`config.mk`:
```
export PLATFORM = sky130hd
export DESIGN_NAME = stair_ramp
export DESIGN_NICKNAME = d
export VERILOG_FILES = /design/src/rtl/ramp_pkg.sv /design/src/rtl/ramp_slot_pick.sv /design/src/rtl/ramp_next.sv /design/src/rtl/ramp_done_flag.sv /design/src/rtl/stair_ramp.sv
export SDC_FILE = /design/constraint.sdc
export NUM_CORES = 1
export LEC_CHECK = 0
export ABC_AREA = 1
export ABC_CLOCK_PERIOD_IN_PS = 7400
export CORE_MARGIN = 5
export CORE_UTILIZATION = 40
export CTS_CLUSTER_SIZE = 28
export DETAILED_ROUTE_END_ITERATION = 7
export PLACE_DENSITY = 0.72
export SYNTH_ARGS = -nofsm -noshare
export SYNTH_HDL_FRONTEND = slang
export SYNTH_HIERARCHICAL = 1
export SYNTH_SLANG_ARGS = --single-unit
```
`constraint.sdc`:
```
create_clock -name clk -period 7.4 [get_ports clk]
set_clock_uncertainty 0.1 [all_clocks]
set_input_delay 1.48 -clock clk [delete_from_list [all_inputs] [get_ports clk]]
set_output_delay 1.48 -clock clk [all_outputs]
set_load 0.1 [all_outputs]
```
`src/rtl/ramp_pkg.sv`:
```
// Shared types for the staircase ramp generator.
package ramp_pkg;
    // Sequencer state: waiting for a trigger, armed (next advance loads
    // the start value), or stepping toward the end value.
    typedef enum logic [1:0] {
        ST_IDLE  = 2'd0,
        ST_ARMED = 2'd1,
        ST_RUN   = 2'd2
    } ramp_state_e;
endpackage

```
`src/rtl/ramp_slot_pick.sv`:
```
// Slot selection: a priority encoder that picks the lowest-numbered
// requesting trigger, and a multiplexer that presents the fields of
// the latched slot. Assumes NSLOT >= 2.
module ramp_slot_pick #(
    parameter int NSLOT = 4,
    parameter int W     = 12,
    parameter int IW    = 4,
    localparam int SW   = $clog2(NSLOT)
) (
    input  logic [NSLOT*W-1:0]  slot_start_i,
    input  logic [NSLOT*W-1:0]  slot_end_i,
    input  logic [NSLOT*IW-1:0] slot_inc_i,
    input  logic [NSLOT-1:0]    slot_down_i,
    input  logic [NSLOT-1:0]    slot_loop_i,
    input  logic [NSLOT-1:0]    trig_i,
    input  logic [SW-1:0]       sel_i,
    output logic                req_any_o,
    output logic [SW-1:0]       req_idx_o,
    output logic [W-1:0]        cur_start_o,
    output logic [W-1:0]        cur_end_o,
    output logic [IW-1:0]       cur_inc_o,
    output logic                cur_down_o,
    output logic                cur_loop_o
);
    logic [W-1:0]  start_a [NSLOT];
    logic [W-1:0]  end_a   [NSLOT];
    logic [IW-1:0] inc_a   [NSLOT];

    // Split the flat configuration vectors into per-slot fields.
    for (genvar g = 0; g < NSLOT; g++) begin : g_unpack
        assign start_a[g] = slot_start_i[g*W +: W];
        assign end_a[g]   = slot_end_i[g*W +: W];
        assign inc_a[g]   = slot_inc_i[g*IW +: IW];
    end

    // Lowest-index request wins: scan from the top down so lower bits overwrite.
    always_comb begin
        req_any_o = |trig_i;
        req_idx_o = '0;
        for (int k = NSLOT - 1; k >= 0; k--) begin
            if (trig_i[k]) req_idx_o = k[SW-1:0];
        end
    end

    // Present the fields of the latched slot.
    always_comb begin
        cur_start_o = start_a[sel_i];
        cur_end_o   = end_a[sel_i];
        cur_inc_o   = inc_a[sel_i];
        cur_down_o  = slot_down_i[sel_i];
        cur_loop_o  = slot_loop_i[sel_i];
    end
endmodule

```
`src/rtl/ramp_next.sv`:
```
// Next-stair arithmetic: adds or subtracts the increment and clamps to
// the end value when the step would reach or pass it, including a
// borrow below zero. Purely combinational.
module ramp_next #(
    parameter int W  = 12,
    parameter int IW = 4
) (
    input  logic [W-1:0]  level_i,
    input  logic [W-1:0]  end_i,
    input  logic [IW-1:0] inc_i,
    input  logic          down_i,
    output logic [W-1:0]  next_o,
    output logic          hit_o
);
    logic [W:0] inc_ext;
    logic [W:0] sum;
    logic [W:0] diff;

    // Widen by one bit so carry and borrow are visible.
    always_comb begin
        inc_ext = {{(W+1-IW){1'b0}}, inc_i};
        sum     = {1'b0, level_i} + inc_ext;
        diff    = {1'b0, level_i} - inc_ext;
        if (down_i) begin
            hit_o  = diff[W] || (diff[W-1:0] <= end_i);
            next_o = hit_o ? end_i : diff[W-1:0];
        end else begin
            hit_o  = (sum >= {1'b0, end_i});
            next_o = hit_o ? end_i : sum[W-1:0];
        end
    end
endmodule

```
`src/rtl/ramp_done_flag.sv`:
```
// Sticky completion flag with write-one-to-clear and an interrupt gate.
// A set in the same cycle as a clear wins.
module ramp_done_flag (
    input  logic clk,
    input  logic rst_n,
    input  logic set_i,
    input  logic clr_i,
    input  logic en_i,
    output logic flag_o,
    output logic irq_o
);
    // Hold the flag until it is cleared; a new completion has priority.
    always_ff @(posedge clk) begin
        if (!rst_n) flag_o <= 1'b0;
        else        flag_o <= set_i | (flag_o & ~clr_i);
    end

    // Interrupt follows the flag while enabled.
    assign irq_o = flag_o & en_i;
endmodule

```
`src/rtl/stair_ramp.sv`:
```
// Staircase ramp generator top. Latches a triggered slot, loads its start
// value on the first advance, then steps by its increment on each later
// advance until the end value, then stops or repeats. Assumes the active
// slot's configuration is held constant while armed or running.
module stair_ramp #(
    parameter int NSLOT = 4,
    parameter int W     = 12,
    parameter int IW    = 4,
    localparam int SW   = $clog2(NSLOT)
) (
    input  logic                clk,
    input  logic                rst_n,
    input  logic [NSLOT*W-1:0]  slot_start_i,
    input  logic [NSLOT*W-1:0]  slot_end_i,
    input  logic [NSLOT*IW-1:0] slot_inc_i,
    input  logic [NSLOT-1:0]    slot_down_i,
    input  logic [NSLOT-1:0]    slot_loop_i,
    input  logic [NSLOT-1:0]    trig_i,
    input  logic                advance_i,
    input  logic                done_clr_i,
    input  logic                irq_en_i,
    output logic [W-1:0]        level_o,
    output logic                done_flag_o,
    output logic                irq_o
);
    import ramp_pkg::*;

    ramp_state_e   state;
    logic [SW-1:0] slot_q;
    logic          req_any;
    logic [SW-1:0] req_idx;
    logic [W-1:0]  cur_start;
    logic [W-1:0]  cur_end;
    logic [IW-1:0] cur_inc;
    logic          cur_down;
    logic          cur_loop;
    logic [W-1:0]  step_val;
    logic          step_hit;
    logic          running;
    logic          step_done;

    ramp_slot_pick #(.NSLOT(NSLOT), .W(W), .IW(IW)) u_pick (
        .slot_start_i (slot_start_i),
        .slot_end_i   (slot_end_i),
        .slot_inc_i   (slot_inc_i),
        .slot_down_i  (slot_down_i),
        .slot_loop_i  (slot_loop_i),
        .trig_i       (trig_i),
        .sel_i        (slot_q),
        .req_any_o    (req_any),
        .req_idx_o    (req_idx),
        .cur_start_o  (cur_start),
        .cur_end_o    (cur_end),
        .cur_inc_o    (cur_inc),
        .cur_down_o   (cur_down),
        .cur_loop_o   (cur_loop)
    );

    ramp_next #(.W(W), .IW(IW)) u_next (
        .level_i (level_o),
        .end_i   (cur_end),
        .inc_i   (cur_inc),
        .down_i  (cur_down),
        .next_o  (step_val),
        .hit_o   (step_hit)
    );

    assign running   = (state == ST_RUN);
    // Completion: a non-zero step that lands on the end value.
    assign step_done = running && advance_i && (cur_inc != '0) && step_hit;

    // Sequencer: latch the slot, load the start value, step, stop or repeat.
    always_ff @(posedge clk) begin
        if (!rst_n) begin
            state   <= ST_IDLE;
            slot_q  <= '0;
            level_o <= '0;
        end else begin
            unique case (state)
                ST_IDLE: begin
                    if (req_any) begin
                        slot_q <= req_idx;
                        state  <= ST_ARMED;
                    end
                end
                ST_ARMED: begin
                    if (advance_i) begin
                        level_o <= cur_start;
                        state   <= ST_RUN;
                    end
                end
                ST_RUN: begin
                    if (advance_i && (cur_inc != '0)) begin
                        level_o <= step_val;
                        if (step_hit) state <= cur_loop ? ST_ARMED : ST_IDLE;
                    end
                end
                default: state <= ST_IDLE;
            endcase
        end
    end

    ramp_done_flag u_flag (
        .clk    (clk),
        .rst_n  (rst_n),
        .set_i  (step_done),
        .clr_i  (done_clr_i),
        .en_i   (irq_en_i),
        .flag_o (done_flag_o),
        .irq_o  (irq_o)
    );
endmodule

```
# Word-level counts from Yosys, hierarchy flattened
# Index checks and enable logic that the tools add are counted.
# totals
elab_cells	63
regBits	17
in_bits	129
output_inout_bits	14
# op_classes
magnitude_cmp	4
reduce_logical	12
n_addsub	2
n_bitwise	5
n_eq_ne	6
muxes	30
# op_table
cell	n
12-bit two-way mux	9
12-bit binary-select mux with 2-bit select	2
12-bit case mux with 2 select lines	1
2-bit two-way mux	8
12-bit by 4-bit adder with 13-bit output	1
13-bit by 12-bit greater-or-equal comparator with 1-bit output	1
12-bit by 4-bit subtractor with 13-bit output	1
12-bit <= comparator	1
4-bit binary-select mux with 2-bit select	1
4-bit two-way mux	2
2-bit inequality test (second input constant)	3
2-bit case mux with 3 select lines	1
1-bit binary-select mux with 2-bit select	2
1-bit logical AND	4
1-bit two-way mux	4
4-bit AND reduction	1
4-bit nonzero test	1
4-bit OR reduction	1
3-bit greater-or-equal comparator (second input constant)	1
2-bit by 3-bit < comparator with 1-bit output (second input constant)	1
2-bit inverter with 3-bit output	1
3-bit AND reduction	1
1-bit AND	2
2-bit by 1-bit equality test with 1-bit output (second input constant)	1
8 further kinds	8

# Longest topological paths before layout
# logic_depth
word_depth	11
mapped_depth	30
depth_no_buf	27

# Hierarchy
# The synthesis kept the hierarchy.
# modules_own_cells
mod	instances	cells_per_inst	area_each_um2	seq_area_each_um2
ramp_next	1	290	1773.0	0.0
ramp_slot_pick	1	358	1505.2	0.0
stair_ramp	1	125	798.3	320.3
ramp_done_flag	1	8	51.3	20.0

# Worst setup path before layout
# OpenSTA, ideal clock, no wires.
# synth_path
path_type	in2reg
start	input port slot_inc_i[14]
end	register level_o[4]
setup_ns	0.065
path_slack_ns	3.125
cell_stages	27
arrival_time_ns	4.110
required_ns	7.235
path_cell_list	inv_1 -> nand2_1 -> nand3_1 -> nand2_1 -> inv_1 -> ha_1 -> buf_2 -> a21oi_1 -> nand2_1 -> nand2_1 -> nand3b_1 -> xor2_1 -> ha_1 -> nand2_1 -> nor2_1 -> and2_1 -> nand2_1 -> nand3_1 -> nand2_2 -> inv_1 -> buf_4 -> nand2_1 -> nand3_2 -> nand2_1 -> nand3_1 -> nand2_1 -> nor2_1
# synth_between
elab_chain_cells	10
elab_cells_between_ends	17
# synth_rtl
element	line	rtl
start, declared	stair_ramp.sv:15	input logic [NSLOT*IW-1:0] slot_inc_i,
4-bit binary-select mux with 2-bit select (*)	ramp_slot_pick.sv:49	cur_inc_o = inc_a[sel_i];
4-bit two-way mux (implied by the code) (*) (2 in a row)	ramp_slot_pick.sv:49	
via cur_inc[2]	stair_ramp.sv:34	logic [IW-1:0] cur_inc;
12-bit by 4-bit subtractor with 13-bit output	ramp_next.sv:23	diff = {1'b0, level_i} - inc_ext;
12-bit <= comparator	ramp_next.sv:25	hit_o = diff[W] || (diff[W-1:0] <= end_i);
1-bit logical OR	ramp_next.sv:25	
12-bit two-way mux	ramp_next.sv:26	next_o = hit_o ? end_i : diff[W-1:0];
12-bit two-way mux (*)	ramp_next.sv:24	if (down_i) begin
via step_val[4]	stair_ramp.sv:37	logic [W-1:0] step_val;
12-bit two-way mux (*)	stair_ramp.sv:93	if (advance_i && (cur_inc != '0)) begin
12-bit case mux with 2 select lines (*)	stair_ramp.sv:79	unique case (state)
end signal, assigned	stair_ramp.sv:88	level_o <= cur_start;
end signal, assigned	stair_ramp.sv:94	level_o <= step_val;
end, declared	stair_ramp.sv:22	output logic [W-1:0] level_o,
# Mark *: on every way through the listed nets, which the timed path passes. The rest lies on a longest branch. The select of a mux whose other input is x is not followed.
# A chain may end at the register's enable or synchronous reset.

# Final worst setup path
# layout_path
start	input port slot_inc_i[14]
end	register level_o[11]
# Same word-level chain as after synthesis.

==> results.sh <==
export IMPL_cts_made_buffers=3
export IMPL_max_cap_violations=0
export IMPL_die_x_microns=111.6
export IMPL_dpl_hpwl_microns=11160
export IMPL_routed_wl_microns=13360
export IMPL_crit_path_max_fanout=14
export IMPL_crit_path_end_kind="flip-flop"
export IMPL_period_share_pct=73.43
export IMPL_critPathLaunchType="input pin"
export IMPL_path_class="input pin to flip-flop"
export IMPL_dp_cells=1031
export IMPL_synth_yosys_seq_area_share_pct=8.245
export IMPL_peakVddDrop_mv=0.08641
export IMPL_antenna_found_initial=0
export IMPL_portBuffers=142
export IMPL_hp_class="flip-flop to flip-flop"
export IMPL_grtUsageTotal_pct=20.94
export IMPL_cts_resized=0
export IMPL_core_area_sq_um=10180
export IMPL_setup_viol=0
export IMPL_clock_power_share_pct=5.9
export IMPL_dieArea_sq_um=12450
export IMPL_yosysTopAreaCell="nand2_1"
export IMPL_clkLatencyLatePin_ns=0.26
export IMPL_swShare_pct=58.60
export IMPL_grt_first_pass_wirelength_microns=21730
export IMPL_clockBufferDepth=2
export IMPL_drcViolationCount=0
export IMPL_syn_inst=781
export IMPL_grt_ovfl_total=0
export IMPL_hold_buffers=0
export IMPL_initial_utilization_pct=40.53
export IMPL_reg2reg_from="slot_q[0]"
export IMPL_maxSlewHeadroom_pct=35.27
export IMPL_dpl_instance_area_sq_um=5498
export IMPL_drive_gt1_share_pct=5.228
export IMPL_netlist_top_cells_area="nand2_1, inv_1, nand3_1, ha_1, dfxtp_1"
export IMPL_timing_final_crit_period_ns=5.434
export IMPL_finalHoldViolations=0
export IMPL_final_cell_area_sq_um=5544
export IMPL_holdWs_ns=0.3894
export IMPL_setup_tns_final_ns=0
export IMPL_ant_nets=0
export IMPL_final_common_cell="nand2_1"
export IMPL_grt_pass1_vias=4563
export IMPL_final_cells=1035
export IMPL_power_internal_uw=508.5
export IMPL_min_to="u_flag/flag_o"
export IMPL_required_ns=7.46
export IMPL_ff2ff_path_depth=24
export IMPL_cts_max_level=1
export IMPL_post_cts_setup_buffer_count=0
export IMPL_ys_types=32
export IMPL_io_pins=143
export IMPL_area_growth_synth_to_final_pct=34.31
export IMPL_tritoncts="yes"
export IMPL_place_congestion=1.005
export IMPL_drt_initial_drc_count=271
export IMPL_ys_seq_elements=17
export IMPL_power_leakage_nw=3.194
export IMPL_num_rows=37
export IMPL_syn_avg_cell_area_sq_um=5.285
export IMPL_fmax_mhz=184.0
export IMPL_root_buffer="clkbuf_8"
export IMPL_synthesis_nets=944
export IMPL_ys_warn_count=6
export IMPL_p_seq_share_pct=12.1
export IMPL_reg2reg_to="level_o[11]"
export IMPL_vias_per_cell=4.643
export IMPL_antennaDiodeCount=0
export IMPL_p_switching_uw=719.9
export IMPL_syn_area_sq_um=4128
export IMPL_via_count=4806
export IMPL_rrSetupSlack_ns=2.34
export IMPL_grt_max_degree=61
export IMPL_tightest_slew_ns=0.9679
export IMPL_drv_slew=0
export IMPL_finalNetCount=1063
export IMPL_final_cell_mix="nand2_1, inv_1, clkdlybuf4s50_1"
export IMPL_firstDrtPassIters=5
export IMPL_status="completed"
export IMPL_clkSinkCount=17
export IMPL_p_per_area_nw_per_um2=221.6
export IMPL_min_delay_start="u_flag/flag_o"
export IMPL_cp_data_arrival_time_ns=5.49
export IMPL_die_h_microns=111.6
export IMPL_synth_top_area_share_pct=24.46
export IMPL_rsz0062_at_grt="false"
export IMPL_routedWlPerCell_microns=12.91
export IMPL_clkSlewWorstSetupHoldPaths_ns=0.07
export IMPL_hold_depth=2
export IMPL_p_comb_share_pct=82.1
[flip-flops by register name, indices dropped and copies added, names as in the netlist]
signal / count
level_o: 12
slot_q: 2
state: 2
u_flag/flag_o: 1
[metal layers]
layer | part of all wire [%] | vias to the layer above | GRT usage [%]
met4 | 2.2 | 0 | 5.758
met5 | 0 | - | 0
li1 | - | 2577 | -
met3 | 7.0 | 29 | 3.207
met1 | 43 | 2035 | 25.73
met2 | 48 | 165 | 37.84
[power by group through the flow]
stage               logic, mW  registers, mW  clock network, mW
finish                   1.01          0.148             0.0720
global route             1.13          0.153             0.0770
CTS                      1.00          0.149             0.0732
detailed placement      0.994          0.151                  0
global placement        0.993          0.150                  0
floorplan               0.702          0.205                  0
[how the worst max path moves through the flow]
stage	start	to	slack, ns	cells after the start
2_1_floorplan	slot_inc_i[14]	level_o[4]	3.12	27
3_3_place_gp	slot_inc_i[14]	level_o[7]	1.78	26
3_5_place_dp	slot_inc_i[14]	level_o[11]	1.80	26
4_1_cts	slot_inc_i[14]	level_o[11]	2.07	26
5_1_grt	slot_inc_i[14]	level_o[5]	1.56	26
6_report	slot_inc_i[14]	level_o[11]	1.97	25
[cells in the mapped netlist]
library cell / instances
nand3_1: 109
nor2_2: 1
nor3_2: 1
and3_1: 1
nand3_2: 22
dfxtp_1: 17
nor2_4: 2
nand2_2: 5
inv_2: 3
nor3_1: 5
buf_4: 9
nand2_4: 3
fa_1: 2
inv_6: 1
xnor2_1: 2
a21oi_2: 1
o21ai_0: 4
a21oi_1: 16
buf_2: 10
nand2_1: 269
nand4_1: 3
buf_6: 11
nor3b_1: 1
o21a_1: 2
clkbuf_1: 1
ha_1: 32
xor2_1: 11
and2_1: 1
nor2_1: 54
inv_1: 178
nand3b_1: 3
o21bai_1: 1
[stage by stage]
| stage | util (%) | total power [mW] | setup WS, ns |
|---|---|---|---|
| final | 54.43 | 1.228 | 1.966 |
| after global routing | 54.43 | 1.362 | 1.563 |
| after CTS | 54.43 | 1.221 | 2.071 |
| after detailed placement | 53.98 | 1.145 | 1.803 |
| after global placement | 53.98 | 1.144 | 1.780 |
| after floorplan | - | 0.9069 | 3.125 |
[cells by family (layout without fill, tap and decap cells)]
| group | after synthesis | in the layout | synth area share (%) |
|---|---|---|---|
| AOI/OAI and AO/OA | 24 | 24 | 3.183 |
| xor gates and xnor gates | 13 | 13 | 2.758 |
| adders and majority gates | 34 | 34 | 10.67 |
| buffers and inverters | 213 | 331 | 22.61 |
| DFF | 17 | 17 | 8.245 |
| and+or+nand+nor | 480 | 480 | 52.53 |
[layout make-up]
| cell class | instances | area (sq um) |
|---|---|---|
| Clock buffer | 3 | 41.29 |
| Clock inverter | 1 | 5.005 |
| Fill cell | 1097 | 4641 |
| Inverter | 182 | 688.2 |
| Multi-Input combinational cell | 551 | 2854 |
| Sequential cell | 17 | 341.6 |
| Tap cell | 136 | 170.2 |
| Timing Repair Buffer | 145 | 1444 |
[critical path, cell delays in order]
cell and delay (ns):
clkdlybuf4s50_1 0.46, inv_1 0.04, nand2_1 0.08, nand3_1 0.10
nand2_1 0.16, inv_1 0.06, ha_1 0.42, a21oi_1 0.27
nand2_1 0.10, nand2_1 0.13, nand2_1 0.08, xor2_1 0.30
ha_1 0.31, a21oi_1 0.17, o21ai_0 0.11, nand2_1 0.07
nand3_1 0.08, nand2_2 0.29, inv_1 0.26, nand2_1 0.11
nand3_1 0.09, nand2_1 0.07, nand3_1 0.10, nand2_1 0.09
nor2_1 0.05
Power figures use the tool's default switching activity.
